[src/rtl/adc_rd_pkg.sv]
package adc_rd_pkg;

  typedef enum logic [2:0] {
    ST_BOOT,
    ST_IDLE,
    ST_CONV,
    ST_SHIFT,
    ST_DESEL
  } rd_state_t;

  function automatic int max3(input int a, input int b, input int c);
    int m;
    m = a;
    if (b > m) m = b;
    if (c > m) m = c;
    return m;
  endfunction

endpackage

[src/rtl/adc_rd_sync.sv]
module adc_rd_sync #(
  parameter int STAGES = 2
) (
  input  logic clk,
  input  logic rst_n,
  input  logic d,
  output logic q
);
  logic [STAGES-1:0] chain;

  always_ff @(posedge clk or negedge rst_n) begin
    if (!rst_n) chain <= '0;
    else        chain <= {chain[STAGES-2:0], d};
  end

  assign q = chain[STAGES-1];
endmodule

[src/rtl/adc_rd_timer.sv]
module adc_rd_timer #(
  parameter int W       = 8,
  parameter int RST_VAL = 0
) (
  input  logic         clk,
  input  logic         rst_n,
  input  logic         load,
  input  logic [W-1:0] load_val,
  output logic         expired
);
  logic [W-1:0] cnt;

  always_ff @(posedge clk or negedge rst_n) begin
    if (!rst_n)             cnt <= W'(RST_VAL);
    else if (load)          cnt <= load_val;
    else if (cnt != '0)     cnt <= cnt - W'(1);
  end

  assign expired = (cnt == '0);
endmodule

[src/rtl/adc_rd_sck_gen.sv]
module adc_rd_sck_gen #(
  parameter int HALF = 40,
  parameter int EW   = 5
) (
  input  logic          clk,
  input  logic          rst_n,
  input  logic          run,
  input  logic [EW-1:0] n_edges,
  output logic          sck,
  output logic          rise,
  output logic          done
);
  localparam int PW = (HALF > 1) ? $clog2(HALF) : 1;

  logic [PW-1:0] ph;
  logic [EW-1:0] falls;
  logic [EW-1:0] falls_nx;

  assign falls_nx = falls + EW'(1);

  always_ff @(posedge clk or negedge rst_n) begin
    if (!rst_n) begin
      ph    <= '0;
      falls <= '0;
      sck   <= 1'b0;
      rise  <= 1'b0;
      done  <= 1'b0;
    end else if (!run) begin
      ph    <= '0;
      falls <= '0;
      sck   <= 1'b0;
      rise  <= 1'b0;
      done  <= 1'b0;
    end else begin
      rise <= 1'b0;
      done <= 1'b0;
      if (ph == PW'(HALF - 1)) begin
        ph  <= '0;
        sck <= ~sck;
        if (!sck) begin
          rise <= 1'b1;
        end else begin
          falls <= falls_nx;
          if (falls_nx == n_edges) done <= 1'b1;
        end
      end else begin
        ph <= ph + PW'(1);
      end
    end
  end
endmodule

[src/rtl/adc_rd_capture.sv]
module adc_rd_capture #(
  parameter int DW = 12,
  parameter int FB = 16,
  parameter int EW = 5
) (
  input  logic          clk,
  input  logic          rst_n,
  input  logic          clr,
  input  logic          shift_en,
  input  logic          bit_in,
  input  logic [EW-1:0] n_bits,
  output logic [DW-1:0] word,
  output logic          marker
);
  localparam int FMIN = DW + 1;

  logic [FB-1:0] sr;
  logic [FB-1:0] aligned;
  logic [EW-1:0] drop;

  always_ff @(posedge clk or negedge rst_n) begin
    if (!rst_n)        sr <= '0;
    else if (clr)      sr <= '0;
    else if (shift_en) sr <= {sr[FB-2:0], bit_in};
  end

  assign drop    = n_bits - EW'(FMIN);
  assign aligned = sr >> drop;
  assign word    = aligned[DW-1:0];
  assign marker  = aligned[DW];
endmodule

[src/rtl/adc_rd_ctrl.sv]
module adc_rd_ctrl #(
  parameter int DW           = 12,
  parameter int SCK_HALF_CYC = 40,
  parameter int CONV_TMO     = 1500,
  parameter int DESEL_CYC    = 48,
  parameter int STARTUP_CYC  = 2000,
  parameter int SYNC_STAGES  = 2
) (
  input  logic          clk,
  input  logic          rst_n,
  input  logic          req_valid,
  output logic          req_ready,
  input  logic          eoc_edge_en,
  input  logic          byte_mode,
  input  logic          adc_sdo,
  output logic          adc_sel_n,
  output logic          adc_sck,
  output logic [DW-1:0] res_data,
  output logic          res_valid,
  input  logic          res_ready,
  output logic          err_flag,
  output logic          busy
);
  import adc_rd_pkg::*;

  localparam int FRAME_MIN  = DW + 1;
  localparam int FRAME_BYTE = ((DW + 1 + 7) / 8) * 8;
  localparam int EW         = $clog2(FRAME_BYTE + 1);
  localparam int TMAX       = max3(CONV_TMO, DESEL_CYC, STARTUP_CYC);
  localparam int TW         = $clog2(TMAX + 1);

  rd_state_t     state;
  logic          sel_n_q;
  logic          byte_q;
  logic          edge_q;
  logic          valid_q;
  logic [DW-1:0] data_q;
  logic          err_q;

  logic          sdo_s;
  logic          sdo_prev;
  logic          sdo_rise;
  logic          tmr_load;
  logic [TW-1:0] tmr_val;
  logic          tmr_exp;
  logic          sck_run;
  logic          sck_rise;
  logic          sck_done;
  logic [EW-1:0] n_edges;
  logic [DW-1:0] cap_word;
  logic          cap_marker;
  logic          accept;
  logic          conv_end;

  adc_rd_sync #(.STAGES(SYNC_STAGES)) u_sync (
    .clk(clk), .rst_n(rst_n), .d(adc_sdo), .q(sdo_s)
  );

  always_ff @(posedge clk or negedge rst_n) begin
    if (!rst_n) sdo_prev <= 1'b0;
    else        sdo_prev <= sdo_s;
  end
  assign sdo_rise = sdo_s & ~sdo_prev;

  assign accept   = (state == ST_IDLE) && !valid_q && req_valid;
  assign conv_end = (state == ST_CONV) && ((edge_q && sdo_rise) || tmr_exp);
  assign sck_run  = (state == ST_SHIFT);
  assign n_edges  = byte_q ? EW'(FRAME_BYTE) : EW'(FRAME_MIN);

  always_comb begin
    tmr_load = 1'b0;
    tmr_val  = '0;
    if (accept) begin
      tmr_load = 1'b1;
      tmr_val  = TW'(CONV_TMO);
    end else if (sck_run && sck_done) begin
      tmr_load = 1'b1;
      tmr_val  = TW'(DESEL_CYC);
    end
  end

  adc_rd_timer #(.W(TW), .RST_VAL(STARTUP_CYC)) u_timer (
    .clk(clk), .rst_n(rst_n), .load(tmr_load), .load_val(tmr_val),
    .expired(tmr_exp)
  );

  adc_rd_sck_gen #(.HALF(SCK_HALF_CYC), .EW(EW)) u_sck (
    .clk(clk), .rst_n(rst_n), .run(sck_run), .n_edges(n_edges),
    .sck(adc_sck), .rise(sck_rise), .done(sck_done)
  );

  adc_rd_capture #(.DW(DW), .FB(FRAME_BYTE), .EW(EW)) u_cap (
    .clk(clk), .rst_n(rst_n), .clr(accept), .shift_en(sck_rise),
    .bit_in(sdo_s), .n_bits(n_edges), .word(cap_word), .marker(cap_marker)
  );

  always_ff @(posedge clk or negedge rst_n) begin
    if (!rst_n) begin
      state   <= ST_BOOT;
      sel_n_q <= 1'b1;
      byte_q  <= 1'b0;
      edge_q  <= 1'b0;
      valid_q <= 1'b0;
      data_q  <= '0;
      err_q   <= 1'b0;
    end else begin
      err_q <= 1'b0;
      if (valid_q && res_ready) valid_q <= 1'b0;
      unique case (state)
        ST_BOOT: if (tmr_exp) state <= ST_IDLE;
        ST_IDLE: if (accept) begin
          state   <= ST_CONV;
          sel_n_q <= 1'b0;
          byte_q  <= byte_mode;
          edge_q  <= eoc_edge_en;
        end
        ST_CONV: if (conv_end) state <= ST_SHIFT;
        ST_SHIFT: if (sck_done) begin
          state   <= ST_DESEL;
          sel_n_q <= 1'b1;
          if (cap_marker) begin
            valid_q <= 1'b1;
            data_q  <= cap_word;
          end else begin
            err_q <= 1'b1;
          end
        end
        ST_DESEL: if (tmr_exp) state <= ST_IDLE;
        default: state <= ST_BOOT;
      endcase
    end
  end

  assign adc_sel_n = sel_n_q;
  assign res_valid = valid_q;
  assign res_data  = data_q;
  assign err_flag  = err_q;
  assign busy      = (state != ST_IDLE);
  assign req_ready = (state == ST_IDLE) && !valid_q;
endmodule

[config.mk]
export PLATFORM = sky130hd
export DESIGN_NAME = adc_rd_ctrl
export DESIGN_NICKNAME = d
export VERILOG_FILES = /design/src/rtl/adc_rd_pkg.sv /design/src/rtl/adc_rd_sync.sv /design/src/rtl/adc_rd_timer.sv /design/src/rtl/adc_rd_sck_gen.sv /design/src/rtl/adc_rd_capture.sv /design/src/rtl/adc_rd_ctrl.sv
export SDC_FILE = /design/constraint.sdc
export NUM_CORES = 1
export LEC_CHECK = 0
export ABC_AREA = 1
export CELL_PAD_IN_SITES_DETAIL_PLACEMENT = 1
export CELL_PAD_IN_SITES_GLOBAL_PLACEMENT = 1
export CORE_MARGIN = 3
export CORE_UTILIZATION = 45
export CTS_BUF_LIST = sky130_fd_sc_hd__clkbuf_16
export CTS_CLUSTER_SIZE = 8
export DETAILED_ROUTE_END_ITERATION = 7
export PLACE_DENSITY = 0.82
export SKIP_LAST_GASP = 1
export SLEW_MARGIN = 20
export SYNTH_ARGS = -nofsm -noshare
export SYNTH_HDL_FRONTEND = slang
export SYNTH_SLANG_ARGS = --single-unit
[constraint.sdc]
create_clock -name clk -period 2.75 [get_ports clk]
set_clock_uncertainty 0.1 [all_clocks]
set_input_delay 0.55 -clock clk [delete_from_list [all_inputs] [get_ports clk]]
set_output_delay 0.55 -clock clk [all_outputs]
set_load 0.01 [all_outputs]
==> key figures <==
Power and ir drop
  – Pleak: 1.99 nW
  – Switch Pwr: 460 uW
  – Pwr/cell area: 594 nW/um^2
  – Net Sw Frac: 0.200
  – Cell-internal power: 1.83 mW
  – Peak VDD IR: 336 uV
  – Clk pwr share: 0.574
  – Combinational Power Share: 0.013
  – Reg power frac: 0.413

Clock network
  – Cts hold-fix bufs: 0
  – CTS tree: done
  – Longest Clk Path Bufs: 2
  – Post-cts sizing count: 0
  – TritonCTS Buffers: 9
  – Reg clk slew, reported paths: 50 ps
  – Postcts setup bufs: 0
  – CTS sink count: 64
  – Clk_lat worst skew: 330 ps
  – Htree depth: 3
  – Clk root buf: clkbuf_16

Route
  – Vias: 2665
  – Initial DRC count: 86
  – Vias/cell: 5.13
  – Antenna Nets Post-Route: 0
  – Drt total wl: 8560 microns
  – TritonRoute pass-1 iters: 4
  – DRC: 0
  – Wire per inst: 16.5 microns

Critical path
  – Crit end category: primary output
  – Crit path cell chain: inv_1 -> nand3_2 -> nor2_4 -> clkdlybuf4s50_1
  – CP arrival: 1720 ps
  – Crit Path Max Fanout: 4
  – Worst path slowest cell: clkdlybuf4s50_1
  – CP peak stage delay: 560 ps
  – Required @ worst endpoint: 2100 ps
  – Crit Path Category: flip-flop to primary output
  – CP Launch Type: flip-flop
  – R2R depth: 5

Die
  – Die span in y: 90.2 microns
  – Die width: 90.2 microns
  – Initial Utilization: 0.467
  – Die area: 8130 sq um
  – Core Area: 6830 sq um
  – Placement Rows: 30
  – Ports: 25

Timing
  – Final min period: 2370 ps
  – Setup violators final: 0
  – Slew Limit Fails: 0
  – RSZ-0062 raised after global routing: false
  – Fin Setup TNS: 0 ps
  – Max Freq: 421 MHz
  – Period utilization: 0.863
  – Hold Fails Final Rpt: 0
  – Rel. slew slack: 0.504
  – Worst slew pin tran: 744 ps

Cells and area
  – Nets@finish: 430
  – Final core occ: 0.565
  – Ant diodes: 0
  – Area growth from synthesis to layout: 21.1%
  – Layout cells sized above 1: 0.132
  – Design area: 3860 sq um

GRT
  – Overflow after GRT: 0
  – Largest net degree at the start of global routing: 35
  – Global-route wire length before repair: 14500 microns
  – Total track usage: 0.226
  – Vias in the first global route: 2985
  – Initial antenna violation count: 0

Run
  – Max-cap violations: 0

Yosys
  – Syn nets: 401
  – Post-Synthesis Cells: 390
  – Synthesis-stage register bit count: 64
  – Mapped cell area: 3190 sq um
  – Syn. warnings: 0
  – Cell variety after synth: 31
  – Mean Syn Cell Area: 8.18 sq um
  – Seq/Total Area, Yosys: 0.505

Placement
  – DP Area: 3530 sq um
  – GPL Wtd Cong: 0.789
  – Input/output buffers: 24
  – Post-DP HPWL: 5390 microns

Run status
  – Outcome: complete, no violations

Worst hold path
  – Min-delay worst type: input port to async pin
[layout by cell type, fill, tap and decap left out, drive strengths merged]
cell type,Yosys,layout
nand2,96,96
inv,66,66
dfrtp,57,57
nor2,46,46
o21ai,35,35
nand3,27,27
clkdlybuf4s50,0,23
a21oi,20,20
clkbuf,4,9
nor3,7,7
dfstp,7,7
clkinv,1,5
ha,4,4
buf,5,4
xor2,3,3
xnor2,3,3
mux2,3,3
bufinv,0,3
nand4,1,1
o21a,1,1
o22ai,1,1
o211ai,1,1
nand3b,1,1
o21bai,1,1
[power by group through the flow]
stage	combinational [mW]	clock, mW	sequential [mW]
after floorplan	0.000245	0	0.962
after global placement	0.0316	0	0.963
after detailed placement	0.0318	0	0.962
after CTS	0.0318	1.33	0.946
after global routing	0.0342	1.37	0.946
final	0.0301	1.32	0.946
[area by class of cell]
class	count	area, sq um
Tap cell	96	120
Sequential cell	64	1610
Inverter	67	256
Multi-Input combinational cell	250	1270
Fill cell	848	2970
Timing Repair Buffer	27	270
Clock buffer	9	225
Clock inverter	7	110
[cell usage after synthesis (all sizes together)]
cell / n / area, sq um
o21ai: 35 / 175
nor3: 7 / 35.0
nand3b: 1 / 7.51
mux2: 3 / 33.8
dfrtp: 57 / 1430
o211ai: 1 / 7.51
inv: 66 / 248
nand2: 96 / 382
nor2: 46 / 219
xor2: 3 / 26.3
clkbuf: 4 / 15.0
a21oi: 20 / 130
o22ai: 1 / 6.26
nand4: 1 / 6.26
xnor2: 3 / 26.3
o21bai: 1 / 7.51
nand3: 27 / 150
o21a: 1 / 7.51
ha: 4 / 50.1
clkinv: 1 / 8.76
buf: 5 / 37.5
dfstp: 7 / 184
[per-layer routing]
layer	global-route usage	up-vias	wire length, microns
li1	-	1274	-
met1	0.264	1343	3600
met2	0.409	27	4580
met3	0.0318	21	142
met4	0.102	0	231
met5	0	-	0
[worst max-delay path, delay by kind of cell (launching register included)]
kind | cells | cell delay [ps]
buffers and inverters | 2 | 680
flip-flops | 1 | 400
AND/OR/NAND/NOR | 2 | 310
[logic make-up after synthesis]
group                    synth area share
multiplexers                       0.0106
XOR/XNOR                           0.0165
flip-flops                          0.505
buffers and inverters              0.0969
AND/OR/NAND/NOR                     0.251
AO/OA/AOI/OAI                       0.105
adder cells (fa/ha/maj)            0.0157
[metrics by stage]
| step | total power, mW | worst slack [ps] | std cells | hold slack (ps) |
|---|---|---|---|---|
| after floorplan | 0.962 | 1310 | 390 | 154 |
| after global placement | 0.994 | 811 | 504 | 233 |
| after detailed placement | 0.994 | 733 | 504 | 236 |
| after CTS | 2.30 | 359 | 520 | 208 |
| after global routing | 2.35 | 268 | 520 | 237 |
| final | 2.29 | 376 | 520 | 179 |
[state kept, by name, summed over array words and instances, names as in the netlist]
register	count
byte_q	1
res_valid	1
u_timer.cnt	11
res_data	12
u_cap.sr	16
edge_q	1
u_sck.rise	1
u_sck.done	1
adc_sel_n	1
state	3
sdo_prev	1
u_sync.chain	2
err_flag	1
u_sck.falls	5
u_sck.ph	6
u_sck.sck	1
[path summary, 6_finish.rpt]
check,start,end,slack (ps)
worst max-delay path,state[1],req_ready,380
worst min register to register,u_sync.chain[0],u_sync.chain[1],250
worst max register to register,byte_q,res_data[2],700
min in group clk,u_sync.chain[0],u_sync.chain[1],250
worst min-delay path,rst_n,state[0],180
max in group asynchronous,rst_n,u_sck.falls[3],1730
Note: power is estimated with default switching activity, not from simulation.
